**src/rtl/regtag_pkg.sv**
```systemverilog
package regtag_pkg;
  parameter int unsigned ARCH_W = 5;
  parameter int unsigned PHYS_W = 7;
  parameter int unsigned EW_W   = 2;
  parameter int unsigned NARROW_BASE = 8;

  typedef struct packed {
    logic              valid;
    logic              is_int;
    logic              isvec;
    logic [EW_W-1:0]   ew;
    logic [ARCH_W-1:0] key;
    logic [PHYS_W-1:0] tgt;
  } tag_entry_t;

  // Key formed from an operand field; narrow fields address registers 8..15
  function automatic logic [ARCH_W-1:0] form_key(input logic cmp,
                                                 input logic [ARCH_W-1:0] field);
    logic [ARCH_W-1:0] k;
    if (cmp) k = ARCH_W'(NARROW_BASE) | ARCH_W'(field[2:0]);
    else     k = field;
    return k;
  endfunction

  // Index used when nothing redirects the operand
  function automatic logic [PHYS_W-1:0] plain_index(input logic [ARCH_W-1:0] k);
    return PHYS_W'(k);
  endfunction
endpackage

```
**src/rtl/regtag_store.sv**
```systemverilog
module regtag_store
  import regtag_pkg::*;
#(
  parameter int unsigned N = 4,
  localparam int unsigned IDX_W = (N > 1) ? $clog2(N) : 1
) (
  input  logic             clk,
  input  logic             rst_n,
  input  logic             clr_i,
  input  logic             wr_en_i,
  input  logic [IDX_W-1:0] wr_idx_i,
  input  tag_entry_t       wr_entry_i,
  output tag_entry_t       entries_o [N]
);
  tag_entry_t tbl [N];
  logic [N-1:0] valid_vec;
  logic         load_ev;

  assign load_ev = wr_en_i && !clr_i;

  always_ff @(posedge clk) begin
    if (!rst_n || clr_i) begin
      for (int i = 0; i < N; i++) tbl[i] <= '0;
    end else if (wr_en_i) begin
      tbl[wr_idx_i]       <= wr_entry_i;
      tbl[wr_idx_i].valid <= 1'b1;
    end
  end

  for (genvar g = 0; g < N; g++) begin : g_out
    assign entries_o[g] = tbl[g];
    assign valid_vec[g] = tbl[g].valid;
  end

  AST_CLEAR_EMPTIES: assert property (@(posedge clk) disable iff (!rst_n)
    clr_i |=> (valid_vec == '0));
  AST_WRITE_LANDS: assert property (@(posedge clk) disable iff (!rst_n)
    load_ev |=> valid_vec[$past(wr_idx_i)]);
  AST_WRITE_KEY: assert property (@(posedge clk) disable iff (!rst_n)
    load_ev |=> (entries_o[$past(wr_idx_i)].key == $past(wr_entry_i.key)));
endmodule

```
**src/rtl/regtag_lookup.sv**
```systemverilog
module regtag_lookup
  import regtag_pkg::*;
#(
  parameter int unsigned N = 4
) (
  input  logic              clk,
  input  logic              rst_n,
  input  tag_entry_t        entries_i [N],
  input  logic              bypass_i,
  input  logic              cmp_i,
  input  logic [ARCH_W-1:0] reg_i,
  input  logic              is_int_i,
  output logic              hit_o,
  output logic              isvec_o,
  output logic [EW_W-1:0]   ew_o,
  output logic [PHYS_W-1:0] idx_o
);
  logic [ARCH_W-1:0] key;
  logic [N-1:0]      match_vec;
  logic [N-1:0]      grant_vec;
  logic              found;
  tag_entry_t        sel;

  assign key = form_key(cmp_i, reg_i);

  for (genvar g = 0; g < N; g++) begin : g_cmp
    assign match_vec[g] = entries_i[g].valid && !bypass_i &&
                          (entries_i[g].is_int == is_int_i) &&
                          (entries_i[g].key == key);
  end

  always_comb begin
    grant_vec = '0;
    found     = 1'b0;
    for (int i = 0; i < N; i++) begin
      if (match_vec[i] && !found) begin
        grant_vec[i] = 1'b1;
        found        = 1'b1;
      end
    end
  end

  always_comb begin
    sel = '0;
    for (int i = 0; i < N; i++) begin
      if (grant_vec[i]) sel = entries_i[i];
    end
  end

  always_comb begin
    hit_o = found;
    if (found) begin
      isvec_o = sel.isvec;
      ew_o    = sel.ew;
      idx_o   = sel.tgt;
    end else begin
      isvec_o = 1'b0;
      ew_o    = '0;
      idx_o   = plain_index(key);
    end
  end

  AST_GRANT_ONEHOT: assert property (@(posedge clk) disable iff (!rst_n)
    $onehot0(grant_vec));
  AST_MISS_PLAIN: assert property (@(posedge clk) disable iff (!rst_n)
    !hit_o |-> (!isvec_o && ew_o == '0 && idx_o == PHYS_W'(key)));
  AST_BYPASS_MISS: assert property (@(posedge clk) disable iff (!rst_n)
    bypass_i |-> !hit_o);

  for (genvar g = 1; g < N; g++) begin : g_prio
    AST_LOWEST_WINS: assert property (@(posedge clk) disable iff (!rst_n)
      grant_vec[g] |-> (match_vec[g-1:0] == '0));
  end
endmodule

```
**src/rtl/regtag_table.sv**
```systemverilog
module regtag_table
  import regtag_pkg::*;
#(
  parameter int unsigned NUM_ENTRIES = 4,
  localparam int unsigned IDX_W = (NUM_ENTRIES > 1) ? $clog2(NUM_ENTRIES) : 1
) (
  input  logic              clk,
  input  logic              rst_n,
  input  logic              clr_i,
  input  logic              wr_en_i,
  input  logic [IDX_W-1:0]  wr_idx_i,
  input  logic              wr_is_int_i,
  input  logic              wr_isvec_i,
  input  logic [EW_W-1:0]   wr_ew_i,
  input  logic [ARCH_W-1:0] wr_key_i,
  input  logic [PHYS_W-1:0] wr_tgt_i,
  input  logic              bypass_i,
  input  logic              rs1_cmp_i,
  input  logic [ARCH_W-1:0] rs1_reg_i,
  input  logic              rs1_is_int_i,
  output logic              rs1_hit_o,
  output logic              rs1_isvec_o,
  output logic [EW_W-1:0]   rs1_ew_o,
  output logic [PHYS_W-1:0] rs1_idx_o,
  input  logic              rs2_cmp_i,
  input  logic [ARCH_W-1:0] rs2_reg_i,
  input  logic              rs2_is_int_i,
  output logic              rs2_hit_o,
  output logic              rs2_isvec_o,
  output logic [EW_W-1:0]   rs2_ew_o,
  output logic [PHYS_W-1:0] rs2_idx_o,
  input  logic              rd_cmp_i,
  input  logic [ARCH_W-1:0] rd_reg_i,
  input  logic              rd_is_int_i,
  output logic              rd_hit_o,
  output logic              rd_isvec_o,
  output logic [EW_W-1:0]   rd_ew_o,
  output logic [PHYS_W-1:0] rd_idx_o
);
  localparam int unsigned PORTS = 3;

  tag_entry_t        wr_entry;
  tag_entry_t        entries [NUM_ENTRIES];
  logic              p_cmp   [PORTS];
  logic [ARCH_W-1:0] p_reg   [PORTS];
  logic              p_int   [PORTS];
  logic              p_hit   [PORTS];
  logic              p_vec   [PORTS];
  logic [EW_W-1:0]   p_ew    [PORTS];
  logic [PHYS_W-1:0] p_idx   [PORTS];

  always_comb begin
    wr_entry        = '0;
    wr_entry.valid  = 1'b1;
    wr_entry.is_int = wr_is_int_i;
    wr_entry.isvec  = wr_isvec_i;
    wr_entry.ew     = wr_ew_i;
    wr_entry.key    = wr_key_i;
    wr_entry.tgt    = wr_tgt_i;
  end

  regtag_store #(.N(NUM_ENTRIES)) u_store (
    .clk        (clk),
    .rst_n      (rst_n),
    .clr_i      (clr_i),
    .wr_en_i    (wr_en_i),
    .wr_idx_i   (wr_idx_i),
    .wr_entry_i (wr_entry),
    .entries_o  (entries)
  );

  assign p_cmp[0] = rs1_cmp_i; assign p_reg[0] = rs1_reg_i; assign p_int[0] = rs1_is_int_i;
  assign p_cmp[1] = rs2_cmp_i; assign p_reg[1] = rs2_reg_i; assign p_int[1] = rs2_is_int_i;
  assign p_cmp[2] = rd_cmp_i;  assign p_reg[2] = rd_reg_i;  assign p_int[2] = rd_is_int_i;

  for (genvar p = 0; p < PORTS; p++) begin : g_port
    regtag_lookup #(.N(NUM_ENTRIES)) u_look (
      .clk       (clk),
      .rst_n     (rst_n),
      .entries_i (entries),
      .bypass_i  (bypass_i),
      .cmp_i     (p_cmp[p]),
      .reg_i     (p_reg[p]),
      .is_int_i  (p_int[p]),
      .hit_o     (p_hit[p]),
      .isvec_o   (p_vec[p]),
      .ew_o      (p_ew[p]),
      .idx_o     (p_idx[p])
    );
  end

  assign rs1_hit_o = p_hit[0]; assign rs1_isvec_o = p_vec[0];
  assign rs1_ew_o  = p_ew[0];  assign rs1_idx_o   = p_idx[0];
  assign rs2_hit_o = p_hit[1]; assign rs2_isvec_o = p_vec[1];
  assign rs2_ew_o  = p_ew[1];  assign rs2_idx_o   = p_idx[1];
  assign rd_hit_o  = p_hit[2]; assign rd_isvec_o  = p_vec[2];
  assign rd_ew_o   = p_ew[2];  assign rd_idx_o    = p_idx[2];

  AST_RESET_EMPTY: assert property (@(posedge clk)
    !rst_n |=> !(rs1_hit_o || rs2_hit_o || rd_hit_o));
  AST_SAME_OPERAND_AGREE: assert property (@(posedge clk) disable iff (!rst_n)
    (rs1_reg_i == rs2_reg_i && rs1_cmp_i == rs2_cmp_i && rs1_is_int_i == rs2_is_int_i)
      |-> (rs1_hit_o == rs2_hit_o && rs1_idx_o == rs2_idx_o));
endmodule

```
**config.mk**
```make
export PLATFORM = sky130hd
export DESIGN_NAME = regtag_table
export DESIGN_NICKNAME = d
export VERILOG_FILES = /design/src/rtl/regtag_pkg.sv /design/src/rtl/regtag_store.sv /design/src/rtl/regtag_lookup.sv /design/src/rtl/regtag_table.sv
export SDC_FILE = /design/constraint.sdc
export NUM_CORES = 1
export LEC_CHECK = 0
export BUFFER_PORTS_ARGS = -buffer_cell sky130_fd_sc_hd__clkbuf_2
export CAP_MARGIN = 0
export CORE_UTILIZATION = 45
export DETAILED_ROUTE_END_ITERATION = 8
export PLACE_DENSITY = 0.65
export SYNTH_ARGS = -nofsm -noshare
export SYNTH_HDL_FRONTEND = slang
export SYNTH_HIERARCHICAL = 1
export SYNTH_SLANG_ARGS = --single-unit
export TNS_END_PERCENT = 20
```
**constraint.sdc**
```tcl
create_clock -name clk -period 6.1 [get_ports clk]
set_input_delay 0.915 -clock clk [delete_from_list [all_inputs] [get_ports clk]]
set_output_delay 0.915 -clock clk [all_outputs]
set_load 0.1 [all_outputs]
```
==> results.md <==
* Mean Syn Cell Area at 10.4 um2
* Area Growth Syn to Fin at 12.0%
* CP endpoint kind: output pin
* DR WL/cell at 20.1 um
* Hold crit path type: in2reg
* Kind of critical path: in2out
* Clock Root Buffer: clkbuf_16
* Cells after DPL at 674
* Status: complete, no violations
* Crit share post-route at 70.8%
* DR vias/cell at 5.93
* Starting Density at 46.5%
* Pre-antenna DRT Iters at 5
* Mapped Area at 0.00508 mm2
* Reg with most FFs: u_store/tbl
* FP Rows at 38
* Worst EP arrival at 3400 ps
* Initial antenna violation count at 0
* Max-slew violations at 0
* Most common cell after layout, fill and taps aside: nor2_1
* Routability Congestion at 0.896
* Max reg flops at 68
* DR DRC count at 0
* Wire length of the first global-routing pass at 21100 um
* Regs by FF count: u_store/tbl: 68 flops
* CP max FO at 18
* Highest clock rate at 0.232 GHz
* Cts repair resizes at 0
* Top-Level Pins at 77
* Final worst setup slack at 1780 ps
* Relative max-transition margin at 40.6%
* GRT met1 Usage at 35.7%
* Tmin final at 4320 ps
* Worst slew pin tran at 886 ps
* Dpl hpwl at 10800 um
* Total track usage at 24.7%
* Synth Instances at 488
* CP startpoint: rd_cmp_i
* Count of final setup violators at 0
* Fin cells at 690
* Final instance area at 0.00569 mm2
* Post-Syn Nets at 532
* Hold_sp: wr_is_int_i
* CTS sink cnt at 68
* Final Net Count at 589
* Vias in the first global route at 3872
* Clock buffer count from CTS at 9
* Detailed Route WL at 13900 um
* Leak at 0.00231 uW
* Grt met3 use at 3.56%
* CTS tree: yes
* PwrDens at 233 mW/mm2
* Worst setup path end: rd_idx_o[2]
* Clock-pin slew on the worst setup and hold paths at 50 ps
* Post-Place Setup Slack at 1770 ps
* Crit start category: primary input
* GRT Residual Overflow at 0
* Busiest layer in global routing: met2
* Clock Path Buffers at 2
* Final antenna-violating net count at 0
* Count of maximum capacitance violations at 0
* Number of post-CTS setup repair buffers at 0
* Chip width at 108 um
* Die span in y at 108 um
* Largest net degree at the start of global routing at 22
* Setup TNS Final at 0 ps
* Port Buffers at 76
* Fillcell total at 998
* DRT iter0 DRCs at 383
* Synth warn at 6
* RSZ-0062 raised after global routing: false
* Vias at 4095
* N_diodes at 0
* CTS H-Tree Depth at 3
* Final hold vios at 0
* Core Util, Final at 52.1%
* Core ar. at 0.0109 mm2
* VDD IR max at 0.136 mV
* Worst path required time at 5180 ps
* Commonest non-fill, non-tap cells in the layout: nor2_1, clkbuf_2, edfxtp_1
* Layout cell share with drive strength beyond 1 at 28.5%
* M2 GR Usage at 36.5%
* Hold Buf Count CTS at 0
* Die Area at 0.0117 mm2
* Placed Area at 0.00539 mm2
==> area by class of cell <==
type	instances	area (um2)	share of cell area [%]
clock buffers	10	229	4.02
clock inverters	6	78.8	1.38
inverters	6	22.5	0.396
multi-input cells	383	2760	48.4
flip-flops and latches	68	2040	35.9
well taps	140	175	3.08
repair buffers	77	388	6.81
==> critical path, stage by stage <==
cell	delay (ps)
clkbuf_2	110
nor2b_1	480
xnor2_1	210
and4_4	420
nor2_1	140
a221o_1	330
a31oi_1	270
clkbuf_2	510
==> how the worst min path moves through the flow <==
stage / to / slack, ps / depth (start not counted)
2_1_floorplan: u_store/tbl[0][16] / 1110 / 1
3_3_place_gp: u_store/tbl[3][14] / 1280 / 3
3_5_place_dp: u_store/tbl[3][0] / 1310 / 3
4_1_cts: u_store/tbl[3][0] / 960 / 3
5_1_grt: u_store/tbl[2][15] / 970 / 3
6_report: u_store/tbl[3][15] / 970 / 3
==> power by group <==
group / switching (uW) / internal, uW / leakage (uW) / total (uW)
combinational: 146 / 60.3 / 0.00142 / 206
clock: 173 / 353 / 0.000145 / 525
sequential: 45.3 / 549 / 0.000750 / 594
==> metal layers <==
metal / vias up / part of all wire [%]
li1: 1902 / -
met1: 1955 / 45
met2: 210 / 45
met3: 28 / 7.9
met4: 0 / 2.1
met5: - / 0
==> through the flow <==
stage / power [uW] / hold WS, ps
after detailed placement: 807 / 1310
after global placement: 804 / 1280
after CTS: 1330 / 962
final: 1330 / 972
after floorplan: 745 / 1110
after global routing: 1370 / 975
(Power assumes the default switching activity.)
